**src/rtl/ptp_tc_pkg.sv**
```systemverilog
package ptp_tc_pkg;

    // byte offsets
    localparam int unsigned OFS_CTRL   = 'h00;
    localparam int unsigned OFS_VALUE  = 'h04;
    localparam int unsigned OFS_RSVD   = 'h08;
    localparam int unsigned OFS_PERIOD = 'h0C;
    localparam int unsigned OFS_CORR   = 'h10;
    localparam int unsigned OFS_INC    = 'h14;

    // control bit positions
    localparam int unsigned B_EN      = 0;
    localparam int unsigned B_PR_LO   = 4;
    localparam int unsigned B_EVT     = 7;
    localparam int unsigned B_RESTART = 9;
    localparam int unsigned B_CAPTURE = 11;
    localparam int unsigned B_SLAVE   = 13;

    // lsb of the correction step inside the increment register
    localparam int unsigned COR_LSB = 8;

    typedef enum logic [1:0] {
        CS_OFF  = 2'd0,
        CS_WAIT = 2'd1,
        CS_CORR = 2'd2
    } corr_state_t;

    typedef struct packed {
        logic       slave;
        logic       evt_en;
        logic [1:0] prd;
        logic       en;
    } ctrl_t;

endpackage

```
**src/rtl/ptp_tc_regs.sv**
```systemverilog
module ptp_tc_regs
    import ptp_tc_pkg::*;
#(
    parameter int unsigned ADDR_W = 8,
    parameter int unsigned DATA_W = 32,
    parameter int unsigned CNT_W  = 32,
    parameter int unsigned INC_W  = 7
) (
    input  logic              clk,
    input  logic              rst_n,
    input  logic              bus_valid,
    input  logic              bus_write,
    input  logic [ADDR_W-1:0] bus_addr,
    input  logic [DATA_W-1:0] bus_wdata,
    output logic [DATA_W-1:0] bus_rdata,
    input  logic [CNT_W-1:0]  cap_value,
    output logic              ctrl_en,
    output logic [1:0]        ctrl_pr,
    output logic              ctrl_evt,
    output logic [INC_W-1:0]  inc_nom,
    output logic [INC_W-1:0]  inc_cor,
    output logic [CNT_W-1:0]  corr_n,
    output logic [CNT_W-1:0]  period,
    output logic              restart_stb,
    output logic              capture_stb,
    output logic              load_stb,
    output logic              corr_wr_stb,
    output logic [CNT_W-1:0]  load_val
);

    ctrl_t             ctrl_q;
    logic              wr_en;
    logic              rd_en;
    logic              hit_ctrl;
    logic              hit_value;
    logic              hit_period;
    logic              hit_corr;
    logic              hit_inc;
    logic [DATA_W-1:0] rd_mux;

    assign wr_en      = bus_valid & bus_write;
    assign rd_en      = bus_valid & ~bus_write;
    assign hit_ctrl   = (bus_addr == ADDR_W'(OFS_CTRL));
    assign hit_value  = (bus_addr == ADDR_W'(OFS_VALUE));
    assign hit_period = (bus_addr == ADDR_W'(OFS_PERIOD));
    assign hit_corr   = (bus_addr == ADDR_W'(OFS_CORR));
    assign hit_inc    = (bus_addr == ADDR_W'(OFS_INC));

    // command strobes act on the same edge as the write
    assign restart_stb = wr_en & hit_ctrl & bus_wdata[B_RESTART];
    assign capture_stb = wr_en & hit_ctrl & bus_wdata[B_CAPTURE];
    assign load_stb    = wr_en & hit_value;
    assign corr_wr_stb = wr_en & hit_corr;
    assign load_val    = bus_wdata[CNT_W-1:0];

    always_ff @(posedge clk or negedge rst_n) begin
        if (!rst_n) begin
            ctrl_q  <= '0;
            inc_nom <= '0;
            inc_cor <= '0;
            corr_n  <= '0;
            period  <= '0;
        end else if (wr_en) begin
            if (hit_ctrl) begin
                ctrl_q.en     <= bus_wdata[B_EN];
                ctrl_q.prd    <= bus_wdata[B_PR_LO +: 2];
                ctrl_q.evt_en <= bus_wdata[B_EVT];
                ctrl_q.slave  <= bus_wdata[B_SLAVE];
            end
            if (hit_inc) begin
                inc_nom <= bus_wdata[INC_W-1:0];
                inc_cor <= bus_wdata[COR_LSB +: INC_W];
            end
            if (hit_corr) begin
                corr_n <= bus_wdata[CNT_W-1:0];
            end
            if (hit_period) begin
                period <= bus_wdata[CNT_W-1:0];
            end
        end
    end

    assign ctrl_en  = ctrl_q.en;
    assign ctrl_pr  = ctrl_q.prd;
    assign ctrl_evt = ctrl_q.evt_en;

    always_comb begin
        rd_mux = '0;
        case (bus_addr)
            ADDR_W'(OFS_CTRL): begin
                rd_mux[B_EN]          = ctrl_q.en;
                rd_mux[B_PR_LO +: 2]  = ctrl_q.prd;
                rd_mux[B_EVT]         = ctrl_q.evt_en;
                rd_mux[B_SLAVE]       = ctrl_q.slave;
            end
            ADDR_W'(OFS_VALUE):  rd_mux[CNT_W-1:0] = cap_value;
            ADDR_W'(OFS_PERIOD): rd_mux[CNT_W-1:0] = period;
            ADDR_W'(OFS_CORR):   rd_mux[CNT_W-1:0] = corr_n;
            ADDR_W'(OFS_INC): begin
                rd_mux[INC_W-1:0]        = inc_nom;
                rd_mux[COR_LSB +: INC_W] = inc_cor;
            end
            default: rd_mux = '0;
        endcase
    end

    always_ff @(posedge clk or negedge rst_n) begin
        if (!rst_n) begin
            bus_rdata <= '0;
        end else if (rd_en) begin
            bus_rdata <= rd_mux;
        end
    end

endmodule

```
**src/rtl/ptp_tc_corr_sched.sv**
```systemverilog
module ptp_tc_corr_sched
    import ptp_tc_pkg::*;
#(
    parameter int unsigned CNT_W = 32
) (
    input  logic             clk,
    input  logic             rst_n,
    input  logic             step,
    input  logic             reinit,
    input  logic [CNT_W-1:0] corr_n,
    output logic             use_corr
);

    corr_state_t      state_q;
    corr_state_t      state_d;
    logic [CNT_W-1:0] cnt_q;
    logic [CNT_W-1:0] cnt_d;
    logic             last_nom;

    assign last_nom = (cnt_q == corr_n - 1'b1);

    // state register
    always_ff @(posedge clk or negedge rst_n) begin
        if (!rst_n) begin
            state_q <= CS_OFF;
            cnt_q   <= '0;
        end else begin
            state_q <= state_d;
            cnt_q   <= cnt_d;
        end
    end

    // next state
    always_comb begin
        state_d = state_q;
        cnt_d   = cnt_q;
        if (reinit) begin
            state_d = CS_WAIT;
            cnt_d   = '0;
        end else begin
            unique case (state_q)
                CS_OFF: begin
                    state_d = CS_OFF;
                end
                CS_WAIT: begin
                    if (corr_n == '0) begin
                        state_d = CS_OFF;
                    end else if (step) begin
                        if (last_nom) begin
                            state_d = CS_CORR;
                        end else begin
                            cnt_d = cnt_q + 1'b1;
                        end
                    end
                end
                CS_CORR: begin
                    if (corr_n == '0) begin
                        state_d = CS_OFF;
                    end else if (step) begin
                        state_d = CS_WAIT;
                        cnt_d   = '0;
                    end
                end
                default: begin
                    state_d = CS_OFF;
                    cnt_d   = '0;
                end
            endcase
        end
    end

    // outputs
    always_comb begin
        use_corr = (state_q == CS_CORR);
    end

endmodule

```
**src/rtl/ptp_tc_counter.sv**
```systemverilog
module ptp_tc_counter #(
    parameter int unsigned CNT_W = 32,
    parameter int unsigned INC_W = 7
) (
    input  logic             clk,
    input  logic             rst_n,
    input  logic             en,
    input  logic             pr_on,
    input  logic             evt_en,
    input  logic             restart,
    input  logic             load,
    input  logic [CNT_W-1:0] load_val,
    input  logic             capture,
    input  logic             use_corr,
    input  logic [INC_W-1:0] inc_nom,
    input  logic [INC_W-1:0] inc_cor,
    input  logic [CNT_W-1:0] period,
    output logic [CNT_W-1:0] count,
    output logic [CNT_W-1:0] cap_value,
    output logic             wrap_pulse,
    output logic             wrap_evt
);

    localparam int unsigned SUM_W = CNT_W + 1;

    logic [INC_W-1:0] inc_sel;
    logic [SUM_W-1:0] sum;
    logic [SUM_W-1:0] period_x;
    logic             wrap_cond;
    logic             advance;
    logic [CNT_W-1:0] next_val;

    assign inc_sel   = use_corr ? inc_cor : inc_nom;
    assign sum       = {1'b0, count} + SUM_W'(inc_sel);
    assign period_x  = {1'b0, period};
    assign wrap_cond = pr_on && (period != '0) && (sum >= period_x);
    assign next_val  = wrap_cond ? CNT_W'(sum - period_x) : sum[CNT_W-1:0];
    assign advance   = en & ~restart & ~load;

    always_ff @(posedge clk or negedge rst_n) begin
        if (!rst_n) begin
            count <= '0;
        end else if (restart) begin
            count <= '0;
        end else if (load) begin
            count <= load_val;
        end else if (en) begin
            count <= next_val;
        end
    end

    always_ff @(posedge clk or negedge rst_n) begin
        if (!rst_n) begin
            cap_value  <= '0;
            wrap_pulse <= 1'b0;
            wrap_evt   <= 1'b0;
        end else begin
            if (capture) begin
                cap_value <= count;
            end
            wrap_pulse <= advance & wrap_cond;
            wrap_evt   <= advance & wrap_cond & evt_en;
        end
    end

endmodule

```
**src/rtl/ptp_time_counter.sv**
```systemverilog
module ptp_time_counter #(
    parameter int unsigned ADDR_W = 8,
    parameter int unsigned DATA_W = 32,
    parameter int unsigned CNT_W  = 32,
    parameter int unsigned INC_W  = 7
) (
    input  logic              clk,
    input  logic              rst_n,
    input  logic              bus_valid,
    input  logic              bus_write,
    input  logic [ADDR_W-1:0] bus_addr,
    input  logic [DATA_W-1:0] bus_wdata,
    output logic [DATA_W-1:0] bus_rdata,
    output logic [CNT_W-1:0]  live_count,
    output logic              wrap_pulse,
    output logic              wrap_evt
);

    logic             ctrl_en;
    logic [1:0]       ctrl_pr;
    logic             ctrl_evt;
    logic [INC_W-1:0] inc_nom;
    logic [INC_W-1:0] inc_cor;
    logic [CNT_W-1:0] corr_n;
    logic [CNT_W-1:0] period;
    logic             restart_stb;
    logic             capture_stb;
    logic             load_stb;
    logic             corr_wr_stb;
    logic [CNT_W-1:0] load_val;
    logic [CNT_W-1:0] cap_value;
    logic             use_corr;
    logic             sched_step;

    assign sched_step = ctrl_en & ~restart_stb & ~load_stb;

    ptp_tc_regs #(
        .ADDR_W (ADDR_W),
        .DATA_W (DATA_W),
        .CNT_W  (CNT_W),
        .INC_W  (INC_W)
    ) u_regs (
        .clk         (clk),
        .rst_n       (rst_n),
        .bus_valid   (bus_valid),
        .bus_write   (bus_write),
        .bus_addr    (bus_addr),
        .bus_wdata   (bus_wdata),
        .bus_rdata   (bus_rdata),
        .cap_value   (cap_value),
        .ctrl_en     (ctrl_en),
        .ctrl_pr     (ctrl_pr),
        .ctrl_evt    (ctrl_evt),
        .inc_nom     (inc_nom),
        .inc_cor     (inc_cor),
        .corr_n      (corr_n),
        .period      (period),
        .restart_stb (restart_stb),
        .capture_stb (capture_stb),
        .load_stb    (load_stb),
        .corr_wr_stb (corr_wr_stb),
        .load_val    (load_val)
    );

    ptp_tc_corr_sched #(
        .CNT_W (CNT_W)
    ) u_sched (
        .clk      (clk),
        .rst_n    (rst_n),
        .step     (sched_step),
        .reinit   (restart_stb | corr_wr_stb),
        .corr_n   (corr_n),
        .use_corr (use_corr)
    );

    ptp_tc_counter #(
        .CNT_W (CNT_W),
        .INC_W (INC_W)
    ) u_cnt (
        .clk        (clk),
        .rst_n      (rst_n),
        .en         (ctrl_en),
        .pr_on      (ctrl_pr != 2'b00),
        .evt_en     (ctrl_evt),
        .restart    (restart_stb),
        .load       (load_stb),
        .load_val   (load_val),
        .capture    (capture_stb),
        .use_corr   (use_corr),
        .inc_nom    (inc_nom),
        .inc_cor    (inc_cor),
        .period     (period),
        .count      (live_count),
        .cap_value  (cap_value),
        .wrap_pulse (wrap_pulse),
        .wrap_evt   (wrap_evt)
    );

endmodule

```
**config.mk**
```make
export PLATFORM = sky130hd
export DESIGN_NAME = ptp_time_counter
export DESIGN_NICKNAME = d
export VERILOG_FILES = /design/src/rtl/ptp_tc_pkg.sv /design/src/rtl/ptp_tc_regs.sv /design/src/rtl/ptp_tc_corr_sched.sv /design/src/rtl/ptp_tc_counter.sv /design/src/rtl/ptp_time_counter.sv
export SDC_FILE = /design/constraint.sdc
export NUM_CORES = 1
export LEC_CHECK = 0
export ABC_AREA = 1
export BUFFER_PORTS_ARGS = -buffer_cell sky130_fd_sc_hd__clkbuf_2
export CORE_ASPECT_RATIO = 0.8
export CORE_MARGIN = 2
export CORE_UTILIZATION = 62
export CTS_CLUSTER_SIZE = 12
export DETAILED_ROUTE_END_ITERATION = 6
export PLACE_DENSITY = 0.82
export SETUP_SLACK_MARGIN = 0.5
export SKIP_LAST_GASP = 1
export SLEW_MARGIN = 30
export SYNTH_ARGS = -nofsm -noshare
export SYNTH_HDL_FRONTEND = slang
export SYNTH_SLANG_ARGS = --single-unit
```
**constraint.sdc**
```tcl
create_clock -name clk -period 5.1 [get_ports clk]
set_input_delay 0.255 -clock clk [delete_from_list [all_inputs] [get_ports clk]]
set_output_delay 0.255 -clock clk [all_outputs]
set_load 0.02 [all_outputs]
```
==> out/results.ini, run 1 <==
[global_route]
grt_usage_pct = 42.6
grt_max_degree = 118
grt_pass1_wl_um = 82800
grt-ovfl-total = 0
grt_pass1_vias = 14900
antenna_found_initial = 1

[clocking]
cts_buffers = 23
cts-root-buf = clkbuf_16
clk_pin_slew_ns = 0.06
clockBufferDepth = 3
h-tree-depth = 1
cts_tree = done
clk_latency_ns = 0.52
cts_sinks = 215

[min_path]
min_path_cells = 3
holdCritPathClass = input port to register
min_to = u_regs.corr_n[14]$_DFFE_PN0P_
hold_start = bus_wdata[14]

[final_layout]
fin_area_um2 = 17300
seqCellArea_um2 = 5380
diodes = 0
nFillCells = 1857
syn_to_final_growth_pct = 16.2
multiInputGateArea_um2 = 8660
drive_above_1_share_pct = 13.2
fin_nets = 2399
final_util_pct = 73.7

[synthesis]
yosys_warnings = 0
syn_nets = 2276
netlist_area_um2 = 14900
syn_area_per_cell_um2 = 6.83
syn_inst = 2185
synth-edff-count = 0
synth_flop_cell = dfrtp_1
ys_ff_latch = 215
synthArstFlopShare_pct = 100
yosysUniqueCellTypes = 49
synth_seq_area_share_pct = 36.1

[sta]
fin_skew_ns = 0.0134
fmax_mhz = 213
hold_ws_ns = 0.00444
setup_viol = 0
layout_min_cycle_time_ns = 4.70
slew-limit-headroom_pct = 33.4
rsz0062_at_grt = true
finalHoldViolations = 0
final.setup.tns_ns = 0
drv_slew = 0
finalCritPeriodShare_pct = 92.2
worstMarginPinSlew_ns = 0.997

[pwr]
p_leak_nw = 8.74
total_power_mw = 4.13
powerDensity_nw_per_um2 = 238
ir_worst_vdd_mv = 0.244

[die]
die_h_um = 143
start_util_pct = 63.4
die_w_um = 177
row_count = 50
core_area_um2 = 23500
dieArea_um2 = 25300
io_pins = 110

[detailed_routing]
viasPerCell = 6.25
num_vias = 16400
firstDrtPassIters = 7
drc = 0
post_drt_wl_per_cell_um = 20.8
routed_wirelength_um = 54800
final_antenna_net_count = 0
drtIter0Drc = 2530

[setup_path]
worstReg2RegStart = u_sched.state_q[0]$_DFFE_PN0P_
r2r_end = u_cnt.count[19]$_DFFE_PN0P_
r2r_slack_ns = 0.40
worstPathArrival_ns = 5.11
end_kind = register
r2r_cells = 27
cp_max_fo = 6
worstSetupPathType = register to register
worst_setup_path_start_kind = register
cp.required_ns = 5.51

[place]
post_dp_cell_area_um2 = 15700
gp_routability_congestion = 1.02
port_buffers = 109
place.detailed.hpwl_um = 40400

[run_status]
outcome = completed

[job]
cap_violations = 0

[kinds of logic after synthesis]
group / synth area share (%)
multiplexers: 0.529
AO/OA/AOI/OAI: 14.6
flip-flops: 36.1
buffers and inverters: 8.80
AND/OR/NAND/NOR: 30.9
adder cells (fa/ha/maj): 4.04
XOR/XNOR: 5.05
[metal layers]
layer	track usage [%]	part of all wire (%)	up-vias
met4	13.8	4.4	0
met5	0	0	-
met2	63.2	42	1234
met3	9.45	13	187
li1	-	-	7339
met1	61.8	40	7665
[cell type report]
class                      instances  area share, %
inverter                         262           5.69
multi-input combinational       1634           49.9
sequential                       215           31.0
timing repair buffer             171           6.94
clock inverter                     4          0.447
tap                              312           2.25
clock buffer                      30           3.64
timing repair inverter             1         0.0433
[power by group]
group	total [mW]	internal, mW	switching (mW)
logic	0.696	0.215	0.480
registers	1.77	1.73	0.0316
clock network	1.67	0.964	0.705
total	4.13	2.91	1.22
[flip-flops by register name (all words and copies together), names as in the netlist]
| register | cells |
|---|---|
| u_regs.inc_cor | 7 |
| u_regs.ctrl_en | 1 |
| u_regs.period | 32 |
| u_regs.ctrl_pr | 2 |
| u_cnt.wrap_pulse | 1 |
| u_sched.state_q | 2 |
| u_regs.ctrl_q | 1 |
| u_cnt.cap_value | 32 |
| u_cnt.count | 32 |
| u_sched.cnt_q | 32 |
| u_cnt.wrap_evt | 1 |
| u_regs.inc_nom | 7 |
| u_regs.corr_n | 32 |
| u_regs.ctrl_evt | 1 |
| u_regs.bus_rdata | 32 |
[worst max path at each step]
stage	from	to	slack [ns]	cells after the start
5_1_grt	u_sched.state_q[0]$_DFFE_PN0P_	u_cnt.count[11]$_DFFE_PN0P_	0.28	28
2_1_floorplan	u_sched.state_q[0]$_DFFE_PN0P_	u_cnt.count[20]$_DFFE_PN0P_	0.75	31
6_report	u_sched.state_q[0]$_DFFE_PN0P_	u_cnt.count[19]$_DFFE_PN0P_	0.40	27
3_3_place_gp	u_sched.state_q[0]$_DFFE_PN0P_	u_cnt.count[27]$_DFFE_PN0P_	0.20	31
4_1_cts	u_sched.state_q[1]$_DFFE_PN0P_	u_cnt.count[5]$_DFFE_PN0P_	0.48	28
3_5_place_dp	u_sched.state_q[0]$_DFFE_PN0P_	u_cnt.count[27]$_DFFE_PN0P_	0.05	31
[cells in the mapped netlist, types with 7 or more instances]
master    instances  share of area, %
a21oi_1         119               4.0
a221oi_1          7              0.41
buf_2            11              0.37
clkbuf_1         55               1.4
dfrtp_1         215                36
ha_1             45               3.8
inv_1           257               6.5
mux2_2            7              0.53
nand2_1         685                17
nand3_1         112               3.8
nand3b_1         12              0.60
nand4_1          45               1.9
nor2_1          183               4.6
nor2_2           12              0.50
nor3_1           30               1.0
nor4_1           10              0.42
o211ai_1         20               1.0
o21ai_0         179               6.0
o22ai_1          31               1.3
xnor2_1          31               1.8
xor2_1           55               3.2
[worst max-delay path, cell delays in order (launching register included)]
cell and delay, ns:
dfrtp_1 0.40, inv_2 0.13, ha_4 0.19, buf_4 0.14, nand2_1 0.05, o21ai_1 0.13
ha_1 0.30, buf_4 0.17, a21oi_1 0.19, nand2_2 0.09, buf_4 0.15, a31oi_1 0.18
xnor2_1 0.23, ha_1 0.36, a21o_1 0.23, a21oi_2 0.23, nand3_2 0.20, nand2_1 0.14
nand3_2 0.10, nand2_1 0.09, nand2_2 0.07, nand2_4 0.14, clkinvlp_4 0.21, buf_6 0.17
nand2_1 0.05, nand3_1 0.09, nand2_1 0.09, nand2_1 0.05
[what timing repair did]
| item | CTS | global route |
|---|---|---|
| pin swaps | 4 | 38 |
| buffers inserted | 4 | 17 |
| hold buffers | 14 | 0 |
| endpoints found under the setup margin | 34 | 34 |
| gates cloned | 3 | 2 |
| endpoints found under the hold margin | 128 | 0 |
| resized for setup | 49 | 71 |
[cells in the final DEF, fill, tap and decap left out, types with 6 or more instances in the layout]
cell,count
a21oi_1,113
a21oi_2,6
a221oi_1,7
buf_4,36
clkbuf_16,25
clkbuf_2,108
dfrtp_1,214
dlygate4sd3_1,14
ha_1,31
ha_4,12
inv_1,252
inv_2,6
mux2_2,7
nand2_1,664
nand2_2,23
nand3_1,107
nand3b_1,12
nand4_1,45
nor2_1,168
nor2_2,20
nor2_4,8
nor3_1,27
nor4_1,8
o211ai_1,20
o21a_1,6
o21ai_0,170
o21ai_1,13
o21bai_1,6
o22ai_1,31
xnor2_1,31
xor2_1,51
[stage by stage]
| step | setup WS, ns | instances |
|---|---|---|
| 6_report | 0.398 | 2629 |
| 2_1_floorplan | 0.752 | 2185 |
| 3_5_place_dp | 0.0481 | 2554 |
| 3_3_place_gp | 0.197 | 2554 |
| 4_1_cts | 0.485 | 2609 |
| 5_1_grt | 0.281 | 2629 |
(Power assumes the default switching activity.)
==> run 2: changes to the inputs <==
- ABC_AREA: 1 -> unset
- CORE_UTILIZATION: 62 -> 61
- PLACE_DENSITY: 0.82 -> 0.81
==> run 2 against run 1 <==
Net effect: the run now ends with negative setup slack left; sequential power increased by 3%; final cell count decreased by 25%; maximum frequency decreased by 11%; critical path depth decreased by 2; clock skew about the same; routed wire length decreased by 20%; global-route usage decreased by 5.8 points; critical endpoint is now u_cnt.count[6]$_DFFE_PN0P_.
==> out/results.ini, run 2 <==
[run_status]
outcome = finished, violations left
violations = negative setup slack

[detailed_routing]
firstDrtPassIters = 7  ; unchanged
drc = 0  ; unchanged
num_vias = 13000  ; -21%
viasPerCell = 6.58  ; +5.3%
post_drt_wl_per_cell_um = 22.3  ; +7.0%
drtIter0Drc = 1745  ; -31%
final_antenna_net_count = 0  ; unchanged
routed_wirelength_um = 43900  ; -20%

[setup_path]
cp_max_fo = 10  ; +4
worstPathArrival_ns = 5.67  ; +0.56 ns
max_stage_delay_ns = 0.46  ; +0.06 ns
worst_setup_path_start_kind = register
slowest_stage = dfrtp_2
cp.required_ns = 5.51  ; about the same
worstSetupPathType = register to register
end_kind = register

[synthesis]
synth.most_common_cell = dfrtp_1
syn_area_per_cell_um2 = 9.34  ; +37%
netlist_area_um2 = 13600  ; -8.6%
synth-edff-count = 0  ; unchanged
synth_top_area_share_pct = 39.5  ; +3.4 points
synth_flop_cell = dfrtp_1
ys_ff_latch = 215  ; unchanged
syn_nets = 1550  ; -32%
synthArstFlopShare_pct = 100  ; unchanged
yosysTopAreaCell = dfrtp_1
synth_seq_area_share_pct = 39.5  ; +3.4 points
synth_common_cells = 215 x dfrtp_1, 120 x mux2_2, 115 x nand2_1
yosysUniqueCellTypes = 69  ; +41%
synthTopCellsByArea = dfrtp_1 39%, mux2_2 9.9%, xnor2_1 4.4%
yosys_warnings = 0  ; unchanged
syn_inst = 1459  ; -33%

[place]
pre_cts_ws_ns = -0.343  ; -0.391 ns
place.detailed.hpwl_um = 31100  ; -23%
post_dp_cell_area_um2 = 15100  ; -4.2%
gp_routability_congestion = 0.957  ; -6.0%
port_buffers = 109  ; unchanged

[die]
dieArea_um2 = 23600  ; -6.9%
io_pins = 110  ; unchanged
die_h_um = 138  ; -3.5%
row_count = 48  ; -4.0%
start_util_pct = 62.7  ; -0.72 points
core_area_um2 = 21700  ; -7.6%
die_w_um = 171  ; -3.5%

[job]
cap_violations = 0  ; unchanged

[clocking]
h-tree-depth = 1  ; unchanged
cts-root-buf = clkbuf_16
cts_tree = done
cts_sinks = 215  ; unchanged
clockBufferDepth = 3  ; unchanged
clk_latency_ns = 0.52  ; about the same
clk_pin_slew_ns = 0.07  ; about the same
cts_buffers = 23  ; unchanged

[sta]
setup_slack_ns = -0.164  ; -0.562 ns
fin_skew_ns = 0.0135  ; +0.0000330 ns
layout_min_cycle_time_ns = 5.26  ; +0.562 ns
worstMarginPinSlew_ns = 0.889  ; -0.108 ns
rsz0062_at_grt = true
drv_slew = 0  ; unchanged
finalCritPeriodShare_pct = 103  ; +11 points
fmax_mhz = 190  ; -11%
finalHoldViolations = 0  ; unchanged
hold_ws_ns = 0.0315  ; +0.0270 ns
setup_viol = 33  ; +33
slew-limit-headroom_pct = 40.7  ; +7.3 points

[pwr]
p_leak_nw = 8.00  ; -8.4%
ir_worst_vdd_mv = 0.271  ; +11%
powerDensity_nw_per_um2 = 294  ; +23%
total_power_mw = 4.88  ; +18%

[global_route]
grt_pass1_vias = 12200  ; -18%
grt_max_degree = 119  ; +0.85%
grt_usage_pct = 36.8  ; -5.8 points
grt-ovfl-total = 0  ; unchanged
antenna_found_initial = 0  ; -1
grt_pass1_wl_um = 66800  ; -19%

[final_layout]
nFillCells = 1500  ; -19%
diodes = 0  ; unchanged
drive_above_1_share_pct = 29.0  ; +16 points
layout_commonest_cell = dfrtp_1
mostFrequentLayoutCells = 214 x dfrtp_1, 127 x buf_4, 117 x mux2_2, 113 x nand2_1, 108 x clkbuf_2
fin_area_um2 = 16600  ; -4.4%
fin_nets = 1752  ; -27%
syn_to_final_growth_pct = 21.6

[min_path]
holdCritPathClass = input port to register

run 2: changes by cell type in the layout (fill, tap and decap cells not counted), moves of 33 or more:
cell / change
a21oi_1: -41
o21ai_0: -82
mux2_2: +110
xnor2_1: +33
buf_4: +91
nand3_1: -63
nand2_1: -551
nor2_1: -67
inv_1: -197
mux2i_1: +33
run 2: kinds of logic (layout without fill, tap and decap cells):
family          Yosys count  in the layout  synth area share [%]
buf+inv                 129            341                  3.62
flops                   215            215                  39.5
mux                     155            155                  12.5
fa+ha+maj                47             47                  4.42
xor+xnor                110            110                  7.07
simple gates            455            455                  17.0
compound gates          348            348                  16.0
run 2: critical path, delay by kind of cell, from the launching register on:
| kind | cells | cell delay (ns) |
|---|---|---|
| AOI/OAI and AO/OA | 10 | 1.82 |
| muxes | 1 | 0.21 |
| buffers and inverters | 4 | 0.53 |
| xor gates and xnor gates | 1 | 0.17 |
| and+or+nand+nor | 5 | 0.95 |
| DFF | 1 | 0.46 |
| adders and majority gates | 4 | 1.01 |
run 2: routing by layer:
metal | global-route usage [%] | vias up | routed length [um]
met4 | 12.7 | 0 | 1810
met1 | 50.7 | 6329 | 17400
li1 | - | 5682 | -
met3 | 6.66 | 155 | 4650
met2 | 59.1 | 804 | 20100
met5 | 0 | - | 0
run 2: through the flow:
step                      util, %  std cells  TNS, ns
after floorplan                 -       1459   -0.186
after global placement       69.2       1887    -2.51
after detailed placement     69.2       1887    -6.13
after CTS                    74.6       1955        0
after global routing         76.3       1971    -7.80
final                        76.3       1971    -2.66
run 2: repair_timing:
action                                  in CTS  in global routing
hold buffers                                 1                  0
gates resized for setup                     48                 52
hold endpoints to repair                   116                  0
endpoints found under the setup margin      34                 61
setup buffers                               29                 16
pin swaps                                   31                 34
cloned                                       3                  0
run 2: power breakdown:
group	total (mW)	switching (mW)	internal [mW]
registers	1.83	0.0819	1.75
logic	1.44	0.794	0.646
clock network	1.60	0.689	0.913
total	4.88	1.57	3.31
run 2: cell type report:
type                       count  area, um^2  area share, %
inverter                      57         214           1.29
tap                          300         375           2.26
clock inverter                 5        56.3          0.340
multi-input combinational   1115        8230           49.6
sequential                   215        5380           32.5
clock buffer                  30         632           3.81
timing repair buffer         249        1690           10.2
run 2: final timing paths:
check	depth (start not counted)	start	end	slack, ns
setup reg to reg	25	u_sched.state_q[1]$_DFFE_PN0P_	u_cnt.count[6]$_DFFE_PN0P_	-0.16
hold reg to reg	2	u_regs.bus_rdata[31]$_DFFE_PN0P_	u_regs.bus_rdata[31]$_DFFE_PN0P_	0.47
max in group asynchronous	3	rst_n	u_cnt.count[8]$_DFFE_PN0P_	3.42
min in group asynchronous	2	rst_n	u_sched.cnt_q[31]$_DFFE_PN0P_	0.38
hold / removal	2	bus_wdata[28]	u_regs.corr_n[28]$_DFFE_PN0P_	0.03
setup / recovery	25	u_sched.state_q[1]$_DFFE_PN0P_	u_cnt.count[6]$_DFFE_PN0P_	-0.16
